--- config.mk ---
export PLATFORM = sky130hd
export DESIGN_NAME = cfg_index_port
export DESIGN_NICKNAME = d
export VERILOG_FILES = /design/src/rtl/cfgp_pkg.sv /design/src/rtl/cfgp_decode.sv /design/src/rtl/cfgp_regfile.sv /design/src/rtl/cfgp_sidefx.sv /design/src/rtl/cfg_index_port.sv
export SDC_FILE = /design/constraint.sdc
export NUM_CORES = 1
export LEC_CHECK = 0
export BUFFER_PORTS_ARGS = -buffer_cell sky130_fd_sc_hd__buf_2
export CAP_MARGIN = 5
export CORE_MARGIN = 5
export CORE_UTILIZATION = 45
export CTS_CLUSTER_DIAMETER = 120
export DETAILED_ROUTE_END_ITERATION = 10
export GPL_TIMING_DRIVEN = 1
export PLACE_DENSITY = 0.69
export SLEW_MARGIN = 20
export SYNTH_ARGS = -nofsm -noshare
export SYNTH_HDL_FRONTEND = slang
export SYNTH_SLANG_ARGS = --single-unit
--- constraint.sdc ---
create_clock -name clk -period 6.05 [get_ports clk]
set_input_delay 0.9075 -clock clk [delete_from_list [all_inputs] [get_ports clk]]
set_output_delay 0.9075 -clock clk [all_outputs]
set_load 0.01 [all_outputs]
--- src/rtl/cfgp_pkg.sv ---
package cfgp_pkg;
  typedef enum logic [2:0] {
    PORT_NONE,
    PORT_IDX,
    PORT_DAT,
    PORT_GATE,
    PORT_RST
  } port_e;
endpackage

--- src/rtl/cfgp_decode.sv ---
module cfgp_decode
  import cfgp_pkg::*;
#(
  parameter int ADDR_W    = 16,
  parameter int IDX_ADDR  = 'hEC,
  parameter int DAT_ADDR  = 'hED,
  parameter int GATE_ADDR = 'hEE,
  parameter int RST_ADDR  = 'hEF
) (
  input  logic [ADDR_W-1:0] addr,
  output port_e             sel
);
  localparam logic [ADDR_W-1:0] A_IDX  = ADDR_W'(IDX_ADDR);
  localparam logic [ADDR_W-1:0] A_DAT  = ADDR_W'(DAT_ADDR);
  localparam logic [ADDR_W-1:0] A_GATE = ADDR_W'(GATE_ADDR);
  localparam logic [ADDR_W-1:0] A_RST  = ADDR_W'(RST_ADDR);

  always_comb begin
    if (addr == A_IDX)       sel = PORT_IDX;
    else if (addr == A_DAT)  sel = PORT_DAT;
    else if (addr == A_GATE) sel = PORT_GATE;
    else if (addr == A_RST)  sel = PORT_RST;
    else                     sel = PORT_NONE;
  end
endmodule

--- src/rtl/cfgp_regfile.sv ---
module cfgp_regfile #(
  parameter int LO_IDX = 2,
  parameter int HI_IDX = 'h16,
  parameter int ID_VAL = 'hD6,
  localparam int NREG  = HI_IDX - LO_IDX + 1
) (
  input  logic            clk,
  input  logic            rst_n,
  input  logic            idx_we,
  input  logic            dat_we,
  input  logic [7:0]      wdata,
  output logic [7:0]      index,
  output logic [NREG*8-1:0] regs_flat,
  output logic [7:0]      dat_rvalue,
  output logic            upd,
  output logic [7:0]      upd_idx,
  output logic [7:0]      upd_data
);
  localparam logic [7:0] LO_B = 8'(LO_IDX);
  localparam logic [7:0] HI_B = 8'(HI_IDX);
  localparam logic [7:0] ID_B = 8'(ID_VAL);

  logic in_win;
  assign in_win = (index >= LO_B) && (index <= HI_B);

  always_ff @(posedge clk) begin
    if (!rst_n) index <= 8'h00;
    else if (idx_we) index <= wdata;
  end

  for (genvar k = 0; k < NREG; k++) begin : g_ent
    localparam logic [7:0] MY_IDX = 8'(LO_IDX + k);
    logic [7:0] ent_q;
    always_ff @(posedge clk) begin
      if (!rst_n) ent_q <= 8'h00;
      else if (dat_we && index == MY_IDX) ent_q <= wdata;
    end
    assign regs_flat[k*8 +: 8] = ent_q;
  end

  always_comb begin
    dat_rvalue = 8'hFF;
    if (index == 8'h00) dat_rvalue = ID_B;
    for (int k = 0; k < NREG; k++) begin
      if (index == 8'(LO_IDX + k)) dat_rvalue = regs_flat[k*8 +: 8];
    end
  end

  always_ff @(posedge clk) begin
    if (!rst_n) begin
      upd      <= 1'b0;
      upd_idx  <= 8'h00;
      upd_data <= 8'h00;
    end else begin
      upd <= dat_we && in_win;
      if (dat_we && in_win) begin
        upd_idx  <= index;
        upd_data <= wdata;
      end
    end
  end
endmodule

--- src/rtl/cfgp_sidefx.sv ---
module cfgp_sidefx (
  input  logic clk,
  input  logic rst_n,
  input  logic gate_close,
  input  logic gate_open,
  input  logic rst_req,
  output logic a20_en,
  output logic cpu_rst_pulse
);
  always_ff @(posedge clk) begin
    if (!rst_n) begin
      a20_en        <= 1'b0;
      cpu_rst_pulse <= 1'b0;
    end else begin
      if (gate_close)     a20_en <= 1'b0;
      else if (gate_open) a20_en <= 1'b1;
      cpu_rst_pulse <= rst_req;
    end
  end
endmodule

--- src/rtl/cfg_index_port.sv ---
module cfg_index_port
  import cfgp_pkg::*;
#(
  parameter int ADDR_W    = 16,
  parameter int IDX_ADDR  = 'hEC,
  parameter int DAT_ADDR  = 'hED,
  parameter int GATE_ADDR = 'hEE,
  parameter int RST_ADDR  = 'hEF,
  parameter int LO_IDX    = 2,
  parameter int HI_IDX    = 'h16,
  parameter int ID_VAL    = 'hD6,
  localparam int NREG     = HI_IDX - LO_IDX + 1
) (
  input  logic              clk,
  input  logic              rst_n,
  input  logic [ADDR_W-1:0] io_addr,
  input  logic              io_wr,
  input  logic              io_rd,
  input  logic [7:0]        io_wdata,
  output logic [7:0]        io_rdata,
  output logic              io_rvalid,
  output logic [NREG*8-1:0] cfg_regs,
  output logic              cfg_upd,
  output logic [7:0]        cfg_upd_idx,
  output logic [7:0]        cfg_upd_data,
  output logic              a20_en,
  output logic              cpu_rst_pulse
);
  port_e      sel;
  logic       rd_eff;
  logic [7:0] index;
  logic [7:0] dat_rvalue;

  assign rd_eff = io_rd && !io_wr;

  cfgp_decode #(
    .ADDR_W(ADDR_W), .IDX_ADDR(IDX_ADDR), .DAT_ADDR(DAT_ADDR),
    .GATE_ADDR(GATE_ADDR), .RST_ADDR(RST_ADDR)
  ) u_dec (
    .addr(io_addr),
    .sel (sel)
  );

  cfgp_regfile #(
    .LO_IDX(LO_IDX), .HI_IDX(HI_IDX), .ID_VAL(ID_VAL)
  ) u_rf (
    .clk       (clk),
    .rst_n     (rst_n),
    .idx_we    (io_wr && sel == PORT_IDX),
    .dat_we    (io_wr && sel == PORT_DAT),
    .wdata     (io_wdata),
    .index     (index),
    .regs_flat (cfg_regs),
    .dat_rvalue(dat_rvalue),
    .upd       (cfg_upd),
    .upd_idx   (cfg_upd_idx),
    .upd_data  (cfg_upd_data)
  );

  cfgp_sidefx u_fx (
    .clk          (clk),
    .rst_n        (rst_n),
    .gate_close   (io_wr && sel == PORT_GATE),
    .gate_open    (rd_eff && sel == PORT_GATE),
    .rst_req      (rd_eff && sel == PORT_RST),
    .a20_en       (a20_en),
    .cpu_rst_pulse(cpu_rst_pulse)
  );

  always_ff @(posedge clk) begin
    if (!rst_n) begin
      io_rvalid <= 1'b0;
      io_rdata  <= 8'hFF;
    end else begin
      io_rvalid <= rd_eff && sel != PORT_NONE;
      if (rd_eff) begin
        unique case (sel)
          PORT_IDX: io_rdata <= index;
          PORT_DAT: io_rdata <= dat_rvalue;
          default:  io_rdata <= 8'hFF;
        endcase
      end
    end
  end
endmodule

==> results.tsv, run 1 <==
metric	value	unit
status	finished, final reports clean	
ctsRootBufferMaster	clkbuf_16	
drtIter0Drc	1276	
path_depth	5	
worstPathRequired	6.48	ns
overflow	0	
endpoint	u_rf.g_ent[3].ent_q[0]	
path_max_fanout	32	
die_h	155	µm
final-max-slew-violation-count	0	
syn_area_per_cell	7.40	µm²
synth.distinct_cells	64	
fin_nets	1459	
skew	0.0209	ns
syn_to_final_growth	19.5	%
r2r_start	u_rf.index[0]	
clk_pin_slew_worst_paths	0.06	ns
cts_tree	done	
path_cells	nor2b_1, nand4_1, nor2_1, nand2_1, a21oi_1	
grt_pass1_vias	9343	
cts_setup_buffers	0	
setup_viol	0	
worst_slew_pin_slew	1.09	ns
finalCritPeriodShare	57.9	%
synthTopCellsByArea	dfxtp_1 (43%), nand2_1 (15%), a21oi_1 (11%)	
fp.coreArea	20900	µm²
cp-start-kind	flop	
async_reset_ff_share	0	%
synth_edf_count	0	
grt_pass1_wl	55.8	mm
num_antenna_cells	0	
dp_hpwl	24.9	mm
syn_nets	1311	
wl_per_cell	21.5	µm
row_count	53	
ys.flop_type	dfxtp_1	
antenna_left	0	
vdd_drop_max	0.169	mV
routed_via_density	5.94	
drive_above_1_share	20.3	%
vias	10200	
p_leak	4.30	nW
criticalPathCategory	reg -> reg	
max_freq	285	MHz
arrival	3.93	ns
synthDominantCellAreaShare	43.0	%
grt_usage	29.0	%
total_power	2.86	mW
place_inst	1682	
die_area	24100	µm²
drv_cap	0	
min_period	3.50	ns
cp_top_family	simple AND/OR/NAND/NOR gates	
route.detailed.drc	0	
synth.most_common_cell	nand2_1	
hold_viol	0	
drt-total-wl	37.0	mm
rrSetupSlack	2.55	ns
ys_ff_latch	204	
power_density	252	nW/µm²
cts_resized	0	
portBuffers	223	
die_w	155	µm
syn_inst	1283	
reg2reg_depth	5	
crit_start	u_rf.index[0]	
max_stage_delay	0.86	ns
numClockSinks	204	
synthTopCellsByCount	nand2_1 (390), a21oi_1 (218), dfxtp_1 (204)	
antenna_found_initial	0	
hp-class	reg -> reg	
yosys_warnings	0	
cpMaxStageDelayCell	nor2b_1	
cts_buffer_depth	3	
io_pins	224	
cts_inserted_buffers	22	
drt_first_pass_iters	6	
layout.cells.non_filler	1721	
post-route-util	54.4	%
place_congestion	0.959	
critPathBufInv	0	
cts_hold_buf	0	
grt_max_degree	147	
worst_setup_path_end_kind	flop	
htree_levels	1	
tns	0	ns
syn_area	9500	µm²
yosysTopAreaCell	dfxtp_1	
rsz0062_at_grt	no	
timing.rr.end	u_rf.g_ent[3].ent_q[0]	
ys_seq_area_share	43.0	%
start_util	45.5	%
slew_headroom	27.1	%
clk_latency	0.52	ns
where the power goes:
group	internal [mW]	switching, mW
logic	0.0154	0.0668
registers	1.35	0.00262
clock network	0.872	0.557
worst min-delay path by stage:
stage	slack [ns]	endpoint	from	cells after the start
after floorplan	0.48	u_rf.upd_idx[4]	u_rf.upd_idx[4]	2
after global placement	0.44	u_rf.upd_idx[1]	u_rf.upd_idx[1]	2
after detailed placement	0.44	u_rf.upd_data[4]	u_rf.upd_data[4]	2
final	0.45	u_rf.upd_data[4]	u_rf.upd_data[4]	2
after global routing	0.47	u_rf.upd_idx[1]	u_rf.upd_idx[1]	2
after CTS	0.45	u_rf.upd_data[4]	u_rf.upd_data[4]	2
area by class of cell:
class | count | area [µm²]
fill | 2037 | 9540
multi-input combinational | 963 | 4950
sequential | 204 | 4090
timing repair buffer | 231 | 1180
clock buffer | 34 | 657
tap | 275 | 344
clock inverter | 5 | 100
inverter | 9 | 38.8
through the flow:
| stage | hold slack, ns | worst slack (ns) | cell area (µm²) |
|---|---|---|---|
| finish | 0.445 | 2.55 | 11400 |
| global route | 0.467 | 2.43 | 11400 |
| CTS | 0.450 | 2.73 | 11400 |
| detailed placement | 0.442 | 2.52 | 10600 |
| global placement | 0.436 | 2.60 | 10600 |
| floorplan | 0.476 | 3.38 | 9500 |
per-layer routing:
| layer | up-vias | track usage, % | routed length [µm] |
|---|---|---|---|
| met1 | 4760 | 40.5 | 15200 |
| li1 | 4729 | - | - |
| met4 | 0 | 7.92 | 1080 |
| met3 | 89 | 5.23 | 4100 |
| met5 | - | 0 | 0 |
| met2 | 640 | 46.3 | 16600 |
flip-flops by register name, summed over array words and instances (netlist names):
name                cells
u_rf.g_ent.ent_q      168
u_fx.a20_en             1
io_rdata                8
u_rf.index              8
u_rf.upd_data           8
u_fx.cpu_rst_pulse      1
u_rf.upd                1
u_rf.upd_idx            8
io_rvalid               1
tightest hold or removal path: stages (launching register included):
cell and delay (ns):
dfxtp_1 0.30, nand2_1 0.05, a21oi_1 0.05
cell usage in the layout (no fill, tap or decap), types with 5 or more instances in the layout:
cell and count:
a21oi_1 218, nor3_1 16, nor2b_1 10, o22ai_1 18
nand2_1 390, a31oi_1 9, nand2b_1 22, buf_2 223
a32oi_1 6, inv_1 7, nand3_1 14, buf_4 8
and3_1 5, clkbuf_1 7, or2_2 9, o32ai_1 6
dfxtp_1 202, clkbuf_16 23, a221oi_1 6, o221ai_1 6
nand4_1 10, nor2_1 67, mux2i_1 27, o21a_1 5
mux2_2 10, o211ai_1 5, o21ai_0 33
logic make-up (layout without fill, tap and decap cells):
family | Yosys count | count (layout) | synth area share, %
AND/OR/NAND/NOR | 569 | 569 | 25.5
flip-flops | 204 | 204 | 43.0
AO/OA/AOI/OAI | 355 | 355 | 22.1
buffers and inverters | 116 | 279 | 4.89
multiplexers | 39 | 39 | 4.50
(Power assumes the default switching activity.)
==> run 2: changes to the inputs <==
- PLACE_DENSITY: 0.69 -> 0.71
- clock period: 6.05 -> 3.1 ns (I/O delays scaled with it)
==> run 2 against run 1 <==
  * Clock power up 110%
  * Final area up 3.2%
  * Via count up 2.2%
  * Register-to-register slack worse by 2.2 ns
  * Utilization up 1.7 points
  * Clock skew down 0.0093 ns
  * Sequential share of layout area down 1.1 points
  * First-iteration DRC count down 4.2%
  * Sequential power up 95%
  * Routed wire length up 1.5%
  * Total power up 100%
  * Fmax up 26%
  * Largest power group unchanged
==> results.tsv, run 2 (synthesized netlist as in run 1, its figures left out) <==
metric	value	unit	change
cts_setup_buffers	0		unchanged
cp-start-kind	flop		unchanged
hp-class	in -> reg		was reg -> reg
slew_headroom	44.6	%	was 27.1%
met2WireLength	16.8	mm	was 16.6 mm
skew	0.0116	ns	was 0.0209 ns
drtIter0Drc	1223		was 1,276
wl_met1	15.5	mm	was 15.2 mm
route.met3.wl	4.01	mm	was 4.10 mm
crit_start	u_rf.index[3]		was u_rf.index[0]
worst_setup_path_end_kind	flop		unchanged
design_area	11700	µm²	was 11,400 µm²
grt_max_degree	97		was 147
reg2reg_depth	5		unchanged
criticalPathCategory	reg -> reg		unchanged
num_antenna_cells	0		unchanged
endpoint	io_rdata[1]		was u_rf.g_ent[3].ent_q[0]
drt-total-wl	37.6	mm	was 37.0 mm
clk_pin_slew_worst_paths	0.06	ns	about the same
multi_input_area	4950	µm²	unchanged
path_max_fanout	17		was 32
vdd_drop_max	0.317	mV	was 0.169 mV
rsz0062_at_grt	no		unchanged
start_util	45.5	%	unchanged
vias	10400		was 10,200
row_count	53		unchanged
r2r_start	u_rf.index[3]		was u_rf.index[0]
routed_via_density	5.94		about the same
highest_layer	met4		unchanged
pre_cts_ws	0.422	ns	was 2.52 ns
syn_to_final_growth	23.3	%	was 19.5%
largest-register	u_rf.g_ent.ent_q		unchanged
tns	0	ns	unchanged
io_pins	224		unchanged
cts_resized	0		unchanged
fp.coreArea	20900	µm²	unchanged
worst_slew_pin_slew	0.830	ns	was 1.09 ns
place_congestion	0.999		was 0.959
antenna_found_initial	0		unchanged
die_h	155	µm	unchanged
drv_cap	0		unchanged
overflow	0		unchanged
ctsRootBufferMaster	clkbuf_16		unchanged
cts_inserted_buffers	23		was 22
seq_area	4090	µm²	unchanged
die_w	155	µm	unchanged
status	finished, final reports clean		unchanged
worstPathRequired	3.48	ns	was 6.48 ns
final_cell_mix	nand2_1 (390), buf_2 (223), a21oi_1 (218)		unchanged
final-max-slew-violation-count	0		unchanged
power_density	490	nW/µm²	was 252 nW/µm²
arrival	3.15	ns	was 3.93 ns
grt_pass1_wl	56.8	mm	was 55.8 mm
min_period	2.78	ns	was 3.50 ns
grt_usage	29.5	%	was 29.0%
drive_above_1_share	22.5	%	was 20.3%
hold_viol	0		unchanged
worst_slack	0.322	ns	was 2.55 ns
total_power	5.74	mW	was 2.86 mW
die_area	24100	µm²	unchanged
mostFrequentLayoutCell	nand2_1		unchanged
drt_first_pass_iters	5		was 6
place_area	10900	µm²	was 10,600 µm²
htree_levels	1		unchanged
fillers	1978		was 2,037
route.detailed.drc	0		unchanged
p_leak	4.52	nW	was 4.30 nW
timing.rr.end	io_rdata[1]		was u_rf.g_ent[3].ent_q[0]
clk_latency	0.51	ns	was 0.52 ns
portBuffers	223		unchanged
finalCritPeriodShare	89.6	%	was 57.9%
setup_viol	0		unchanged
cts_buffer_depth	3		unchanged
fin_nets	1496		was 1,459
grt_pass1_vias	9690		was 9,343
antenna_left	0		unchanged
dp_hpwl	25.7	mm	was 24.9 mm
numClockSinks	204		unchanged
cts_tree	done		unchanged
rrSetupSlack	0.32	ns	was 2.55 ns
max_freq	360	MHz	was 285 MHz
cts_hold_buf	0		unchanged
wl_per_cell	21.4	µm	was 21.5 µm
largest_reg_flops	168		unchanged
[run 2: changes by cell type in the layout (fill, tap and decap cells not counted), sizes merged]
cell	delta
bufinv	+2
clkbuf	-4
inv	+2
buf	+36
clkinv	+2
[run 2: final cells by class]
class / count / share of cell area, %
timing repair buffer: 267 / 12.7
inverter: 9 / 0.331
sequential: 204 / 34.9
tap: 275 / 2.94
multi-input combinational: 963 / 42.3
clock inverter: 11 / 1.60
clock buffer: 30 / 5.31
[run 2: worst min path at each step]
stage,cells past startpoint,end,start,slack [ns]
global placement,2,u_rf.upd_data[6],u_rf.upd_data[6],0.44
detailed placement,2,u_rf.upd_data[7],u_rf.upd_data[7],0.45
global route,3,u_fx.cpu_rst_pulse,io_addr[1],0.31
finish,3,u_fx.cpu_rst_pulse,io_addr[1],0.28
floorplan,2,u_rf.upd_idx[4],u_rf.upd_idx[4],0.48
CTS,3,u_fx.cpu_rst_pulse,io_addr[1],0.27
[run 2: per-stage QoR]
stage               hold WS [ns]  util, %  std cells
finish                     0.283     56.1       1759
global route               0.307     56.1       1759
CTS                        0.271     56.1       1759
detailed placement         0.446     52.2       1718
global placement           0.438     52.2       1718
floorplan                  0.476        -       1283
[run 2: critical path, cell delays in order (launching register included)]
cell     delay, ns
dfxtp_1       0.85
nand3_1       0.62
o32ai_1       0.55
o41ai_1       0.16
a21oi_1       0.33
o21ai_0       0.12
[run 2: where the power goes]
part / switching [mW] / leakage, nW / internal [mW] / total (mW)
Combinational: 0.134 / 2.48 / 0.0327 / 0.166
Clock: 1.11 / 0.399 / 1.83 / 2.95
Sequential: 0.00434 / 1.64 / 2.63 / 2.63
Total: 1.25 / 4.52 / 4.49 / 5.74
[run 2: routing by layer]
metal / vias up / GRT usage (%)
met2: 638 / 45.9
met4: 0 / 9.71
met3: 96 / 5.09
met5: - / 0
li1: 4787 / -
met1: 4923 / 41.7
==> run 3: changes to the inputs <==
- CORE_UTILIZATION: 45 -> 30
- PLACE_DENSITY: 0.71 -> not set
==> run 3 against run 2 <==
  * Clock-buffer cell count up 4
  * Final cell count is 7.3% higher
  * Combinational power is essentially flat
  * Clock power fell by 1%
  * Utilization down 18 points
  * Fmax up 4.1%
  * Die area is 46% higher
  * Flip-flop and latch count is the same
  * Worst hold slack worse by 0.024 ns
  * Critical path type unchanged
  * Highest routed layer unchanged
==> results.tsv, run 3 (synthesized netlist as in run 1, its figures left out) <==
metric	value	unit	change
max_freq	375	MHz	was 360 MHz
die_w	188	µm	was 155 µm
finalCritPeriodShare	86.1	%	was 89.6%
clk_pin_slew_worst_paths	0.06	ns	about the same
cp_top_family	simple AND/OR/NAND/NOR gates		was compound AO/OA/AOI/OAI gates
p_leak	4.50	nW	was 4.52 nW
rsz0062_at_grt	no		unchanged
status	finished, final reports clean		unchanged
mostFrequentLayoutCell	nand2_1		unchanged
cts_inserted_buffers	24		was 23
dp_hpwl	29.4	mm	was 25.7 mm
drt_first_pass_iters	8		was 5
worst_slew_pin_slew	0.935	ns	was 0.830 ns
antenna_left	0		unchanged
syn_to_final_growth	24.7	%	was 23.3%
fin_nets	1496		unchanged
portBuffers	223		unchanged
cts_buffer_depth	3		unchanged
setup_viol	0		unchanged
grt_pass1_vias	9652		was 9,690
routed_via_density	5.48		was 5.94
numClockSinks	204		unchanged
vias	10300		was 10,400
criticalPathCategory	reg -> reg		unchanged
cts_setup_buffers	0		unchanged
fin_hold_ws	0.259	ns	was 0.283 ns
antenna_found_initial	0		unchanged
drt-total-wl	41.8	mm	was 37.6 mm
max_stage_delay	0.86	ns	was 0.85 ns
grt_max_degree	119		was 97
wl_per_cell	22.2	µm	was 21.4 µm
cts_hold_buf	0		unchanged
path_max_fanout	14		was 17
die_h	188	µm	was 155 µm
start_util	30.3	%	was 45.5%
die_area	35300	µm²	was 24,100 µm²
num_antenna_cells	0		unchanged
cts_resized	0		unchanged
worst_setup_path_end_kind	flop		unchanged
ctsRootBufferMaster	clkbuf_16		unchanged
final-max-slew-violation-count	0		unchanged
place_congestion	0.887		was 0.999
cts_tree	done		unchanged
overflow	0		unchanged
final_cell_mix	nand2_1 (390), buf_2 (223), a21oi_1 (218)		unchanged
hold_viol	0		unchanged
cpMaxStageDelayCell	or4_1		was dfxtp_1
hp-class	in -> reg		unchanged
path_cells	or4_1, or4_1, a21oi_1, o22ai_1, a21oi_1, o21ai_0		was nand3_1, o32ai_1, o41ai_1, a21oi_1, o21ai_0
largest_reg_flops	168		unchanged
route.detailed.drc	0		unchanged
min_period	2.67	ns	was 2.78 ns
htree_levels	1		unchanged
largest-register	u_rf.g_ent.ent_q		unchanged
arrival	3.08	ns	was 3.15 ns
tns	0	ns	unchanged
critPathBufInv	0		unchanged
drtIter0Drc	977		was 1,223
clk_latency	0.53	ns	was 0.51 ns
skew	0.0148	ns	was 0.0116 ns
slew_headroom	37.6	%	was 44.6%
power_density	482	nW/µm²	was 490 nW/µm²
fp.coreArea	31400	µm²	was 20,900 µm²
cp-start-kind	flop		unchanged
vdd_drop_max	0.296	mV	was 0.317 mV
io_pins	224		unchanged
row_count	65		was 53
grt_usage	22.3	%	was 29.5%
worstPathRequired	3.51	ns	was 3.48 ns
drv_cap	0		unchanged
grt_pass1_wl	62.1	mm	was 56.8 mm
drive_above_1_share	22.8	%	was 22.5%
## run 3: worst paths after layout
kind	from	end	slack [ns]	cells after the start
max reg2reg	u_rf.index[5]	io_rdata[4]	0.43	6
min reg2reg	u_rf.upd_idx[2]	u_rf.upd_idx[2]	0.45	2
max	u_rf.index[5]	io_rdata[4]	0.43	6
min	io_addr[1]	u_fx.cpu_rst_pulse	0.26	3
## run 3: layout make-up
cell class / count / area (µm²)
clock buffer: 34 / 729
multi-input combinational: 963 / 4950
fill: 3301 / 19500
timing repair buffer: 266 / 1450
clock inverter: 9 / 86.3
tap: 402 / 503
sequential: 204 / 4090
inverter: 9 / 38.8
## run 3: per-stage QoR
step                power (mW)  setup slack, ns  instance area [µm²]  utilization, %  std cells
finish                    5.71            0.431                11800            37.7       1887
global route              5.87            0.224                11800            37.7       1887
CTS                       5.74            0.488                11800            37.7       1887
detailed placement        2.86            0.392                11000            35.1       1844
global placement          2.85            0.424                11000            35.1       1844
floorplan                 2.77            0.877                 9500               -       1283
## run 3: metal layers
layer	vias up	global-route usage, %	share of wire [%]
li1	4794	-	-
met1	4913	30.5	43
met2	546	35.7	45
met3	95	4.58	9.0
met4	0	6.38	2.8
met5	-	0	0
## run 3: worst reg2reg max path, delay by kind of cell (launching register included)
family             cells  cell delay, ns
and+or+nand+nor        2            1.44
DFF                    1            0.38
AOI/OAI and AO/OA      4            0.73
## run 3: power by group
part | switching [mW] | internal (mW) | leakage (nW) | total [mW]
Clock | 1.19 | 1.72 | 0.400 | 2.91
Sequential | 0.00537 | 2.63 | 1.64 | 2.63
Combinational | 0.137 | 0.0317 | 2.46 | 0.168
Total | 1.33 | 4.38 | 4.50 | 5.71
